File: src/rtl/audio_ser_pkg.sv
package audio_ser_pkg;

    typedef enum logic [1:0] {
        FMT_MJ_0 = 2'd0,
        FMT_MJ_1 = 2'd1,
        FMT_MJ_2 = 2'd2,
        FMT_I2S  = 2'd3
    } fmt_e;

    // Formats whose word clock is inverted and whose MSB is delayed one slot
    function automatic logic fmt_delayed(fmt_e f);
        return (f == FMT_I2S);
    endfunction

endpackage

File: src/rtl/audio_ser_clkgen.sv
module audio_ser_clkgen #(
    parameter int DIV = 8
) (
    input  logic clk,
    input  logic rst,
    output logic sclk,
    output logic fall_tick
);
    localparam int HALF  = DIV / 2;
    localparam int CNT_W = (DIV > 2) ? $clog2(DIV) : 1;

    typedef struct packed {
        logic [CNT_W-1:0] cnt;
        logic             sclk;
    } st_t;

    st_t st_d, st_q;

    // fall_tick: the coming edge pulls sclk low and advances the slot
    assign fall_tick = (st_q.cnt == CNT_W'(DIV - 1));
    assign sclk      = st_q.sclk;

    always_comb begin
        st_d = st_q;
        if (fall_tick) begin
            st_d.cnt  = '0;
            st_d.sclk = 1'b0;
        end else begin
            st_d.cnt = st_q.cnt + 1'b1;
            if (st_q.cnt == CNT_W'(HALF - 1)) begin
                st_d.sclk = 1'b1;
            end
        end
    end

    // Reset mid-period so the first event after reset is a falling one
    always_ff @(posedge clk) begin
        if (rst) begin
            st_q.cnt  <= CNT_W'(HALF);
            st_q.sclk <= 1'b0;
        end else begin
            st_q <= st_d;
        end
    end

endmodule

File: src/rtl/audio_ser_framer.sv
module audio_ser_framer
    import audio_ser_pkg::*;
#(
    parameter int SAMPLE_W   = 20,
    parameter int HALF_SLOTS = 32,
    parameter int SLOT_W     = 6
) (
    input  logic                clk,
    input  logic                rst,
    input  logic                fall_tick,
    input  logic [1:0]          fmt_in,
    input  logic                in_valid,
    input  logic [SAMPLE_W-1:0] in_left,
    input  logic [SAMPLE_W-1:0] in_right,
    output logic                in_ready,
    output logic [SLOT_W-1:0]   slot_nx,
    output logic [1:0]          fmt_nx,
    output logic [SAMPLE_W-1:0] left_nx,
    output logic [SAMPLE_W-1:0] right_nx
);
    localparam logic [SLOT_W-1:0] LAST = SLOT_W'(2 * HALF_SLOTS - 1);

    typedef struct packed {
        logic [SLOT_W-1:0]   slot;
        fmt_e                fmt;
        logic [SAMPLE_W-1:0] left;
        logic [SAMPLE_W-1:0] right;
    } st_t;

    st_t  st_d, st_q;
    logic start;

    always_comb begin
        st_d  = st_q;
        start = fall_tick && (st_q.slot == LAST);
        if (fall_tick) begin
            st_d.slot = start ? '0 : st_q.slot + 1'b1;
        end
        if (start) begin
            st_d.fmt = fmt_e'(fmt_in);
            if (in_valid) begin
                st_d.left  = in_left;
                st_d.right = in_right;
            end
        end
    end

    assign in_ready = start && !rst;
    assign slot_nx  = st_d.slot;
    assign fmt_nx   = st_d.fmt;
    assign left_nx  = st_d.left;
    assign right_nx = st_d.right;

    always_ff @(posedge clk) begin
        if (rst) begin
            st_q.slot  <= LAST;
            st_q.fmt   <= FMT_MJ_0;
            st_q.left  <= '0;
            st_q.right <= '0;
        end else begin
            st_q <= st_d;
        end
    end

endmodule

File: src/rtl/audio_ser_bitsel.sv
module audio_ser_bitsel
    import audio_ser_pkg::*;
#(
    parameter int SAMPLE_W   = 20,
    parameter int HALF_SLOTS = 32,
    parameter int SLOT_W     = 6
) (
    input  logic [SLOT_W-1:0]   slot,
    input  logic [1:0]          fmt,
    input  logic [SAMPLE_W-1:0] left,
    input  logic [SAMPLE_W-1:0] right,
    output logic                lrck_bit,
    output logic                data_bit
);
    logic                upper;
    logic                lead;
    logic [SAMPLE_W-1:0] word;
    int                  pos;
    int                  idx;

    // Bits past the half-frame are never reached, so a short half drops LSBs
    always_comb begin
        upper    = (int'(slot) >= HALF_SLOTS);
        pos      = int'(slot) - (upper ? HALF_SLOTS : 0);
        lead     = fmt_delayed(fmt_e'(fmt));
        word     = upper ? right : left;
        lrck_bit = lead ? upper : !upper;
        idx      = pos - (lead ? 1 : 0);
        data_bit = 1'b0;
        if (idx >= 0 && idx < SAMPLE_W) begin
            data_bit = word[SAMPLE_W-1-idx];
        end
    end

endmodule

File: src/rtl/audio_ser_tx.sv
module audio_ser_tx #(
    parameter int SAMPLE_W   = 20,
    parameter int HALF_SLOTS = 32,
    parameter int DIV        = 8
) (
    input  logic                clk,
    input  logic                rst,
    input  logic [1:0]          fmt_sel,
    input  logic                in_valid,
    input  logic [SAMPLE_W-1:0] in_left,
    input  logic [SAMPLE_W-1:0] in_right,
    output logic                in_ready,
    output logic                sclk,
    output logic                lrck,
    output logic                sdata
);
    localparam int SLOT_W = $clog2(2 * HALF_SLOTS);

    typedef struct packed {
        logic lrck;
        logic sdata;
    } out_t;

    out_t                out_d, out_q;
    logic                fall_tick;
    logic [SLOT_W-1:0]   slot_nx;
    logic [1:0]          fmt_nx;
    logic [SAMPLE_W-1:0] left_nx;
    logic [SAMPLE_W-1:0] right_nx;
    logic                lrck_bit;
    logic                data_bit;

    audio_ser_clkgen #(.DIV(DIV)) u_clkgen (
        .clk       (clk),
        .rst       (rst),
        .sclk      (sclk),
        .fall_tick (fall_tick)
    );

    audio_ser_framer #(
        .SAMPLE_W   (SAMPLE_W),
        .HALF_SLOTS (HALF_SLOTS),
        .SLOT_W     (SLOT_W)
    ) u_framer (
        .clk       (clk),
        .rst       (rst),
        .fall_tick (fall_tick),
        .fmt_in    (fmt_sel),
        .in_valid  (in_valid),
        .in_left   (in_left),
        .in_right  (in_right),
        .in_ready  (in_ready),
        .slot_nx   (slot_nx),
        .fmt_nx    (fmt_nx),
        .left_nx   (left_nx),
        .right_nx  (right_nx)
    );

    audio_ser_bitsel #(
        .SAMPLE_W   (SAMPLE_W),
        .HALF_SLOTS (HALF_SLOTS),
        .SLOT_W     (SLOT_W)
    ) u_bitsel (
        .slot     (slot_nx),
        .fmt      (fmt_nx),
        .left     (left_nx),
        .right    (right_nx),
        .lrck_bit (lrck_bit),
        .data_bit (data_bit)
    );

    always_comb begin
        out_d = out_q;
        if (fall_tick) begin
            out_d.lrck  = lrck_bit;
            out_d.sdata = data_bit;
        end
    end

    always_ff @(posedge clk) begin
        if (rst) begin
            out_q <= '0;
        end else begin
            out_q <= out_d;
        end
    end

    assign lrck  = out_q.lrck;
    assign sdata = out_q.sdata;

endmodule

File: config.mk
export PLATFORM = sky130hd
export DESIGN_NAME = audio_ser_tx
export DESIGN_NICKNAME = d
export VERILOG_FILES = /design/src/rtl/audio_ser_pkg.sv /design/src/rtl/audio_ser_clkgen.sv /design/src/rtl/audio_ser_framer.sv /design/src/rtl/audio_ser_bitsel.sv /design/src/rtl/audio_ser_tx.sv
export SDC_FILE = /design/constraint.sdc
export NUM_CORES = 1
export LEC_CHECK = 0
export BUFFER_PORTS_ARGS = -buffer_cell sky130_fd_sc_hd__buf_2
export CAP_MARGIN = 25
export CORE_MARGIN = 3
export CORE_UTILIZATION = 45
export DETAILED_ROUTE_END_ITERATION = 10
export GPL_TIMING_DRIVEN = 0
export PLACE_DENSITY = 0.73
export SETUP_SLACK_MARGIN = 0.05
export SLEW_MARGIN = 25
export SYNTH_ARGS = -nofsm -noshare
export SYNTH_HDL_FRONTEND = slang
export SYNTH_HIERARCHICAL = 1
export SYNTH_SLANG_ARGS = --single-unit
File: constraint.sdc
create_clock -name clk -period 4.8 [get_ports clk]
set_input_delay 1.44 -clock clk [delete_from_list [all_inputs] [get_ports clk]]
set_output_delay 1.44 -clock clk [all_outputs]
set_load 0.03 [all_outputs]
==> metrics.cfg, run 1 <==
[timing]
fin_setup_tns_ns = 0
slew_viol_final = 0
hold_viol = 0
max-slew-margin-rel = 0.601
timing.fmax_mhz = 234
min_period_over_period = 0.891
fin_crit_ns = 4.28
worst_pin_slew_ns = 0.595
hold_ws_ns = 0.431
setup_viol = 0
rsz0062_at_grt = no
skew_ns = 0.0101

[clock_network]
cts-buffers-inserted = 5
clkLatencyLatePin_ns = 0.31
cts_root_buf = clkbuf_8
clock_path_buffers = 2
cts_tree = yes
cts_htree_levels = 2
cts.sinks = 54
clkTransAtPathRegs_ns = 0.09

[final_layout]
design_area_um2 = 3980
drive_gt1_frac = 0.219
fin_nets = 439
nFillCells = 696
fin_util = 0.537
syn2layout_area_growth_pct = 13.0
antennaDiodeCount = 0
multi_input_area_um2 = 2240
seqCellArea_um2 = 1080

[worst_setup_path]
timing_worst_setup_path_type = flop to flop
required_ns = 5.05
setup.worst_path.start_class = flop
arrival_ns = 4.53
reg2reg_depth = 18
path_max_fanout = 11
cp-end-kind = flop

[placed_design]
post_dp_cell_area_um2 = 3880
port_buffers = 48
gp_congestion = 0.818
dp_hpwl_um = 5640

[global_routing]
grt_pass1_wl_um = 12400
grt_util_all_layers = 0.176
overflow = 0
grt_max_degree = 16
antenna_found_initial = 0
grt_pass1_vias = 2612

[pwr]
p_sw_w = 0.000290
p_leak_nw = 1.67
share_comb_of_total_power = 0.252
ir_drop_v = 0.000102
p_seq_frac = 0.478
clkPwrFrac = 0.271
switching_share = 0.291
power.internal_w = 0.000707
power_density_nw_per_um2 = 251

[detailed_routing]
first_pass_iters = 4
viasPerCell = 5.14
drtIter0Drc = 58
postRouteWirelength_um = 7470
vias = 2504
final_antenna_net_count = 0
route.detailed.drc = 0
wl_per_cell_um = 15.3

[status]
status = finished clean

[job]
maxCapViolCount = 0

[synthesis]
yosys_warnings = 6
synth_ff_type = dfxtp_1
ys_seq_area_frac = 0.307
synth.cell_area_um2 = 3520
synth_top_area_share = 0.307
synth_edf_count = 0
synthTopCellsByArea = dfxtp_1 (31%), nand2b_1 (15%), mux2i_1 (14%), mux2_1 (13%), mux4_1 (6.0%)
synth_seq_cells = 54
synth_cell_types = 43
syn_inst = 332
syn_nets = 384
synthArstFlopShare = 0
yosys-top-cells-count = nand2b_1 (85), dfxtp_1 (54), mux2i_1 (48)
yosysMostFrequentCell = nand2b_1
synth_area_leader_cell = dfxtp_1
synth.avg_cell_area_um2 = 10.6

[die]
die_height_um = 94.4
floorplan.rows = 31
initial_core_util = 0.475
core_um2 = 7410
io_pins = 49
die-area_um2 = 8920
die_w_um = 94.4

[worst_hold_path]
min_path_cells = 1
min_path_type = flop to flop

==> state kept, by name, indices dropped and copies added (netlist names) <==
register	count
u_framer/st_q	48
u_clkgen/st_q	3
lrck	1
sdata	1
u_clkgen/sclk	1
==> placed cells by master (no fill, tap or decap), types with 4 or more instances in the layout <==
master | netlist | routed
mux2_2 | 4 | 4
ha_1 | 7 | 6
mux4_1 | 8 | 8
dfxtp_1 | 54 | 54
xnor2_1 | 7 | 7
mux2_1 | 40 | 40
buf_8 | 4 | 4
buf_2 | 0 | 48
nand2_1 | 7 | 7
buf_6 | 6 | 6
clkbuf_1 | 10 | 11
inv_1 | 6 | 6
mux2i_1 | 48 | 48
nor2_1 | 6 | 6
nand2b_1 | 85 | 85
clkbuf_8 | 0 | 6
==> area by class of cell <==
| cell class | count | share of cell area |
|---|---|---|
| flip-flops and latches | 54 | 0.272 |
| plain buffers | 22 | 0.0453 |
| multi-input cells | 250 | 0.563 |
| clock buffers | 7 | 0.0217 |
| clock inverters | 1 | 0.00126 |
| repair buffers | 48 | 0.0604 |
| inverters | 6 | 0.00566 |
| well taps | 99 | 0.0312 |
==> what timing repair did <==
| item | CTS | global route |
|---|---|---|
| setup buffers | 0 | 0 |
| hold buffers | 0 | 0 |
| resized for setup | 0 | 1 |
| endpoints found under the setup margin | 0 | 1 |
==> stage by stage <==
| stage | total power, W | instances | setup WS (ns) |
|---|---|---|---|
| after floorplan | 0.000670 | 332 | 0.864 |
| after global placement | 0.000732 | 479 | 0.407 |
| after detailed placement | 0.000739 | 479 | 0.347 |
| final | 0.000997 | 487 | 0.524 |
| after global routing | 0.00105 | 487 | 0.160 |
| after CTS | 0.00101 | 487 | 0.308 |
==> worst paths after layout <==
check | start | slack, ns | to
worst max-delay path | u_clkgen/st_q[1] | 0.52 | sdata
worst min-delay path | u_clkgen/st_q[1] | 0.43 | u_clkgen/st_q[1]
worst max register to register | u_clkgen/st_q[1] | 0.52 | sdata
worst min register to register | u_clkgen/st_q[1] | 0.43 | u_clkgen/st_q[1]
==> logic make-up (layout without fill, tap and decap cells) <==
family | after synthesis | in the layout | share of synthesized area
compound gates | 12 | 12 | 0.0263
xor+xnor | 9 | 9 | 0.0245
fa+ha+maj | 7 | 7 | 0.0249
buf+inv | 28 | 84 | 0.0576
flops | 54 | 54 | 0.307
mux | 102 | 102 | 0.350
simple gates | 120 | 120 | 0.209
==> critical path, cell delays in order (launching register included) <==
cell,delay [ns]
dfxtp_1,0.34
ha_1,0.18
ha_2,0.34
nand3_2,0.17
nor2_2,0.37
mux2_2,0.37
and2_1,0.18
ha_1,0.22
ha_1,0.27
xor2_2,0.24
inv_1,0.12
ha_1,0.28
xnor2_1,0.32
xnor2_1,0.11
a32oi_1,0.18
o21ai_2,0.08
a221oi_2,0.26
mux2i_1,0.11
nor2_1,0.09
==> routing by layer <==
layer | vias to the layer above | global-route usage | part of all wire
li1 | 1264 | - | -
met5 | - | 0 | 0
met1 | 1206 | 0.231 | 0.47
met4 | 0 | 0.0421 | 0.0044
met3 | 2 | 0.0303 | 0.026
met2 | 32 | 0.303 | 0.50
==> power by group through the flow <==
stage | logic (W) | registers [W] | clock network (W)
after floorplan | 0.000185 | 0.000485 | 0
after global placement | 0.000246 | 0.000486 | 0
after detailed placement | 0.000251 | 0.000487 | 0
after CTS | 0.000253 | 0.000477 | 0.000279
after global routing | 0.000273 | 0.000479 | 0.000295
final | 0.000251 | 0.000477 | 0.000270
Note: power is estimated with default switching activity, not from simulation.
==> run 2: changes to the inputs <==
--- a/config.mk
+++ b/config.mk
@@ -5,6 +5,7 @@
 export SDC_FILE = /design/constraint.sdc
 export NUM_CORES = 1
 export LEC_CHECK = 0
+export ABC_AREA = 1
 export BUFFER_PORTS_ARGS = -buffer_cell sky130_fd_sc_hd__buf_2
 export CAP_MARGIN = 25
 export CORE_MARGIN = 3
==> constraint.sdc (replaced) <==
create_clock -name clk -period 4.28 [get_ports clk]
set_input_delay 1.284 -clock clk [delete_from_list [all_inputs] [get_ports clk]]
set_output_delay 1.284 -clock clk [all_outputs]
set_load 0.03 [all_outputs]
==> run 2 against run 1 <==
  * Worst setup slack worse by 0.054 ns
  * Via count up 45%
  * Hold slack worse by 0.0041 ns
  * Global-route usage up 3.6 points
==> metrics.cfg, run 2 <==
[synthesis]
synth.avg_cell_area_um2 = 6.19  ; -42%
yosys_warnings = 6  ; unchanged
synth_cell_types = 27  ; -37%
synthTopCellsByArea = dfxtp_1 (30%), nand2_1 (30%), nand3_1 (9.5%), a21oi_1 (5.8%), inv_1 (4.3%)
syn_nets = 625  ; +63%
synth_area_leader_cell = dfxtp_1
synth_edf_count = 0  ; unchanged
yosysMostFrequentCell = nand2_1
yosys-top-cells-count = nand2_1 (281), nand3_1 (67), dfxtp_1 (54)
syn_inst = 573  ; +73%
ys_seq_area_frac = 0.305  ; -0.00228
synth_top_area_share = 0.305  ; -0.00228
synth_seq_cells = 54  ; unchanged
synth_ff_type = dfxtp_1
synthArstFlopShare = 0  ; unchanged
synth.cell_area_um2 = 3540  ; +0.75%

[die]
io_pins = 49  ; unchanged
floorplan.rows = 31  ; unchanged
initial_core_util = 0.476  ; +0.00105
core_um2 = 7450  ; +0.52%
die_w_um = 94.8  ; +0.35%
die-area_um2 = 8980  ; +0.70%
die_height_um = 94.8  ; +0.35%

[pwr]
power_density_nw_per_um2 = 339  ; +35%
clkPwrFrac = 0.310  ; +0.039
power.total_w = 0.00137  ; +38%
share_comb_of_total_power = 0.303  ; +0.051
p_leak_nw = 2.16  ; +29%
switching_share = 0.329  ; +0.0385
power.internal_w = 0.000921  ; +30%
ir_drop_v = 0.000184  ; +80%
p_seq_frac = 0.388  ; -0.090
p_sw_w = 0.000453  ; +56%

[detailed_routing]
vias = 3632  ; +45%
wl_per_cell_um = 12.9  ; -16%
route.detailed.drc = 0  ; unchanged
first_pass_iters = 5  ; +1
postRouteWirelength_um = 9390  ; +26%
final_antenna_net_count = 0  ; unchanged
viasPerCell = 5.00  ; -2.8%
drtIter0Drc = 303  ; +420%

[worst_setup_path]
cp-end-kind = output pin
timing_worst_setup_path_type = input pin to output pin
arrival_ns = 2.53  ; -2.00 ns
path_max_fanout = 10  ; -1
required_ns = 3.00  ; -2.05 ns
setup.worst_path.start_class = input pin
reg2reg_depth = 22  ; +4

[worst_hold_path]
min_path_type = flop to flop
min_path_cells = 1  ; unchanged

[placed_design]
port_buffers = 47  ; -2.1%
gp_congestion = 0.889  ; +8.7%
dp_hpwl_um = 6990  ; +24%

[clock_network]
post_cts_resized = 0  ; unchanged
clock_path_buffers = 2  ; unchanged
clkTransAtPathRegs_ns = 0.10  ; about the same
cts_setup_buffers = 0  ; unchanged
cts.sinks = 54  ; unchanged
ctsHoldBuffers = 0  ; unchanged
cts-buffers-inserted = 5  ; unchanged
clkLatencyLatePin_ns = 0.31  ; about the same
cts_root_buf = clkbuf_8
cts_tree = yes
cts_htree_levels = 2  ; unchanged

[global_routing]
grt_pass1_vias = 3259  ; +25%
antenna_found_initial = 0  ; unchanged
grt_util_all_layers = 0.212  ; +0.0356
grt_pass1_wl_um = 15000  ; +21%
overflow = 0  ; unchanged
grt_max_degree = 17  ; +1

[timing]
hold_viol = 0  ; unchanged
fin_setup_tns_ns = 0  ; unchanged
fin_crit_ns = 3.81
rsz0062_at_grt = no
min_period_over_period = 0.890
max-slew-margin-rel = 0.627  ; +0.0263
setup_viol = 0  ; unchanged
slew_viol_final = 0  ; unchanged
skew_ns = 0.0120  ; +0.00194 ns
timing.fmax_mhz = 262
worst_pin_slew_ns = 0.559  ; -0.0352 ns

[final_layout]
final_common_cell = nand2_1
mostFrequentLayoutCells = nand2_1 (281), nand3_1 (67), buf_2 (56)
largestRegisters = u_framer/st_q (48), u_clkgen/st_q (3)
fin_util = 0.543  ; +0.00661
antennaDiodeCount = 0  ; unchanged
regMostFlops = u_framer/st_q
fin_nets = 679  ; +55%
syn2layout_area_growth_pct = 14.2
drive_gt1_frac = 0.170  ; -0.0487
largest_reg_flops = 48  ; unchanged

[job]
maxCapViolCount = 0  ; unchanged

[status]
status = finished clean

run 2: cell count changes after synthesis, moves of 9 or more:
cell / delta
a21oi_1: +39
buf_2: +9
inv_1: +35
mux2_1: -40
mux2i_1: -48
nand2_1: +274
nand2b_1: -85
nand3_1: +64
nand3_2: +12
run 2: worst max-delay path, stage by stage:
cell      delay (ns)
buf_2           0.11
clkbuf_1        0.39
clkbuf_1        0.47
nor2_1          0.09
buf_2           0.19
run 2: worst paths after layout:
kind,slack (ns),start,end
max reg2reg,0.77,u_clkgen/st_q[1],sdata
max,0.47,rst,in_ready
min,0.43,u_clkgen/st_q[1],u_clkgen/st_q[1]
min reg2reg,0.43,u_clkgen/st_q[1],u_clkgen/st_q[1]
run 2: final cells by class:
cell class,count,area (um2)
Fill cell,780,3400
Multi-Input combinational cell,441,2030
Sequential cell,54,1080
Buffer,31,244
Timing Repair Buffer,47,235
Inverter,47,190
Tap cell,99,124
Clock buffer,6,82.6
Clock inverter,2,60.1
run 2: per-layer routing:
layer	vias up	part of all wire	routed length, um	track usage
met5	-	0	0	0
li1	1905	-	-	-
met1	1621	0.48	4480	0.286
met4	0	0.017	161	0.0673
met2	95	0.46	4340	0.351
met3	11	0.044	409	0.0271
run 2: metrics by stage:
step | setup WS (ns) | hold WS (ns) | cell area, um2 | instances
2_1_floorplan | 0.926 | 0.397 | 3540 | 573
5_1_grt | 0.365 | 0.460 | 4050 | 727
3_5_place_dp | 0.464 | 0.415 | 3900 | 719
4_1_cts | 0.462 | 0.430 | 4050 | 727
6_report | 0.470 | 0.427 | 4050 | 727
3_3_place_gp | 0.461 | 0.405 | 3900 | 719
run 2: kinds of logic after synthesis:
group,Yosys count,share of synthesized area
compound gates,46,0.0674
xor+xnor,4,0.0120
fa+ha+maj,7,0.0247
buf+inv,78,0.122
flops,54,0.305
simple gates,384,0.468
run 2: power by group through the flow:
stage          Sequential (W)  Clock (W)  Combinational, W
5_1_grt              0.000535   0.000450          0.000464
3_3_place_gp         0.000543          0          0.000407
4_1_cts              0.000532   0.000437          0.000413
6_report             0.000532   0.000425          0.000416
3_5_place_dp         0.000544          0          0.000411
2_1_floorplan        0.000545          0          0.000306
==> run 3: changes to the inputs <==
--- a/config.mk
+++ b/config.mk
@@ -5,9 +5,9 @@
 export SDC_FILE = /design/constraint.sdc
 export NUM_CORES = 1
 export LEC_CHECK = 0
-export ABC_AREA = 1
 export BUFFER_PORTS_ARGS = -buffer_cell sky130_fd_sc_hd__buf_2
 export CAP_MARGIN = 25
+export CORE_ASPECT_RATIO = 0.8
 export CORE_MARGIN = 3
 export CORE_UTILIZATION = 45
 export DETAILED_ROUTE_END_ITERATION = 10
==> run 3 against run 2 <==
  * Via count down 30%
  * Clock skew down 0.0035 ns
  * Final cell count shrank 31%
  * Clock power about the same
  * Critical path depth rose by 13
  * Sequential power hardly changed
  * Sequential share of layout area is 0.56 points lower
  * Clock-buffer cell count unchanged
  * Global-route usage shrank 3.6 points
  * Register-to-register slack worse by 0.43 ns
  * Largest cell class unchanged
==> metrics.cfg, run 3 (synthesis results as in run 1) <==
[status]
status = finished clean

[detailed_routing]
final_antenna_net_count = 0  ; unchanged
viasPerCell = 5.04  ; +0.88%
drtIter0Drc = 64  ; -79%
vias = 2535  ; -30%
route.detailed.drc = 0  ; unchanged
first_pass_iters = 4  ; -1
postRouteWirelength_um = 7650  ; -19%
wl_per_cell_um = 15.2  ; +18%

[die]
floorplan.rows = 28  ; -9.7%
die_w_um = 105  ; +11%
die-area_um2 = 8920  ; -0.62%
io_pins = 49  ; unchanged
initial_core_util = 0.469  ; -0.00668
core_um2 = 7500  ; +0.67%
die_height_um = 85.1  ; -10%

[global_routing]
grt_pass1_vias = 2625  ; -19%
grt_pass1_wl_um = 12700  ; -15%
antenna_found_initial = 0  ; unchanged
grt_util_all_layers = 0.176  ; -0.0361
grt_max_degree = 17  ; unchanged
overflow = 0  ; unchanged

[clock_network]
clkLatencyLatePin_ns = 0.32  ; about the same
cts-buffers-inserted = 5  ; unchanged
cts_root_buf = clkbuf_8
clkTransAtPathRegs_ns = 0.09  ; about the same
cts_htree_levels = 2  ; unchanged
cts_tree = yes
clock_path_buffers = 2  ; unchanged
ctsHoldBuffers = 0  ; unchanged
cts.sinks = 54  ; unchanged

[final_layout]
drive_gt1_frac = 0.244  ; +0.0733
seqCellArea_um2 = 1080  ; unchanged
nFillCells = 686  ; -12%
largestRegisters = u_framer/st_q (48), u_clkgen/st_q (3)
fin_nets = 449  ; -34%
finalNonFillerCells = 503  ; -31%
final_common_cell = nand2b_1
design_area_um2 = 4130  ; +2.1%
antennaDiodeCount = 0  ; unchanged
regMostFlops = u_framer/st_q
syn2layout_area_growth_pct = 17.5
mostFrequentLayoutCells = nand2b_1 (85), dfxtp_1 (54), mux2i_1 (48), buf_2 (48), mux2_1 (40)
multi_input_area_um2 = 2260  ; +11%
largest_reg_flops = 48  ; unchanged

[placed_design]
gp_congestion = 0.752  ; -15%
placed_cells = 485  ; -33%
dp_hpwl_um = 5630  ; -19%
post_dp_cell_area_um2 = 3890  ; -0.35%
port_buffers = 48  ; +2.1%

[worst_setup_path]
path_max_fanout = 10  ; unchanged
required_ns = 4.54  ; +1.54 ns
arrival_ns = 4.20  ; +1.67 ns
cp-end-kind = flop
ff2ff_setup_slack_ns = 0.34  ; -0.43 ns
setup.worst_path.start_class = flop
timing_worst_setup_path_type = flop to flop

[timing]
fin_crit_ns = 3.94  ; +0.130 ns
rsz0062_at_grt = no
setup_viol = 0  ; unchanged
worst_pin_slew_ns = 0.582  ; +0.0228 ns
max-slew-margin-rel = 0.609  ; -0.0180
timing.fmax_mhz = 254  ; -3.3%
min_period_over_period = 0.921  ; +0.0303
skew_ns = 0.00854  ; -0.00347 ns
slew_viol_final = 0  ; unchanged
hold_viol = 0  ; unchanged
fin_setup_tns_ns = 0  ; unchanged

[pwr]
p_leak_nw = 1.76  ; -18%
power.total_w = 0.00126  ; -8.6%
power_density_nw_per_um2 = 304  ; -11%
ir_drop_v = 0.000191  ; +3.6%

[job]
maxCapViolCount = 0  ; unchanged

[worst_hold_path]
min_path_type = flop to flop

run 3: critical path, stage by stage (launching register included):
cell and delay (ns):
dfxtp_1 0.35, ha_1 0.21, ha_4 0.21, nand3_2 0.14
nor2_4 0.20, mux2_2 0.35, and2_1 0.18, ha_1 0.22
ha_1 0.29, xor2_2 0.20, inv_1 0.11, ha_1 0.29
xnor2_2 0.29, xnor2_1 0.10, a32oi_1 0.18, o21ai_2 0.08
a221oi_2 0.26, mux2i_1 0.11, nor2_1 0.09
run 3: metal layers:
layer,GRT usage,wire [um],up-vias
met5,0,0,-
met4,0.0429,63,0
met3,0.0357,230,7
met2,0.290,3550,36
met1,0.238,3800,1207
li1,-,-,1285
run 3: worst paths after layout:
| path | from | endpoint | cells past startpoint |
|---|---|---|---|
| hold reg to reg | u_clkgen/st_q[1] | u_clkgen/st_q[1] | 1 |
| setup reg to reg | u_clkgen/st_q[1] | sdata | 18 |
| setup / recovery | u_clkgen/st_q[1] | sdata | 18 |
| hold / removal | u_clkgen/st_q[1] | u_clkgen/st_q[1] | 1 |
run 3: cell type report:
cell class	count	share of cell area
inverter	6	0.00545
multi-input combinational	250	0.547
timing repair buffer	58	0.0763
clock buffer	6	0.0200
sequential	54	0.262
tap	105	0.0318
buffer	22	0.0436
clock inverter	2	0.0145
run 3: per-stage QoR:
stage                      util  hold slack, ns  worst slack, ns
final                     0.551           0.443            0.340
after global routing      0.551           0.466           0.0521
after CTS                 0.540           0.442           0.0884
after detailed placement  0.519           0.428           -0.232
after global placement    0.519           0.417           -0.149
after floorplan               -           0.403            0.344
run 3: timing repair:
action / CTS / global route
pin swaps: 0 / 2
gates resized for setup: 3 / 1
hold endpoints to repair: 0 / 0
gates cloned: 0 / 0
endpoints found under the setup margin: 1 / 1
buffers inserted: 0 / 10
run 3: power by group:
group	switching, W	total, W	internal (W)
sequential	0.0000132	0.000535	0.000522
clock	0.000173	0.000423	0.000250
combinational	0.000147	0.000298	0.000151
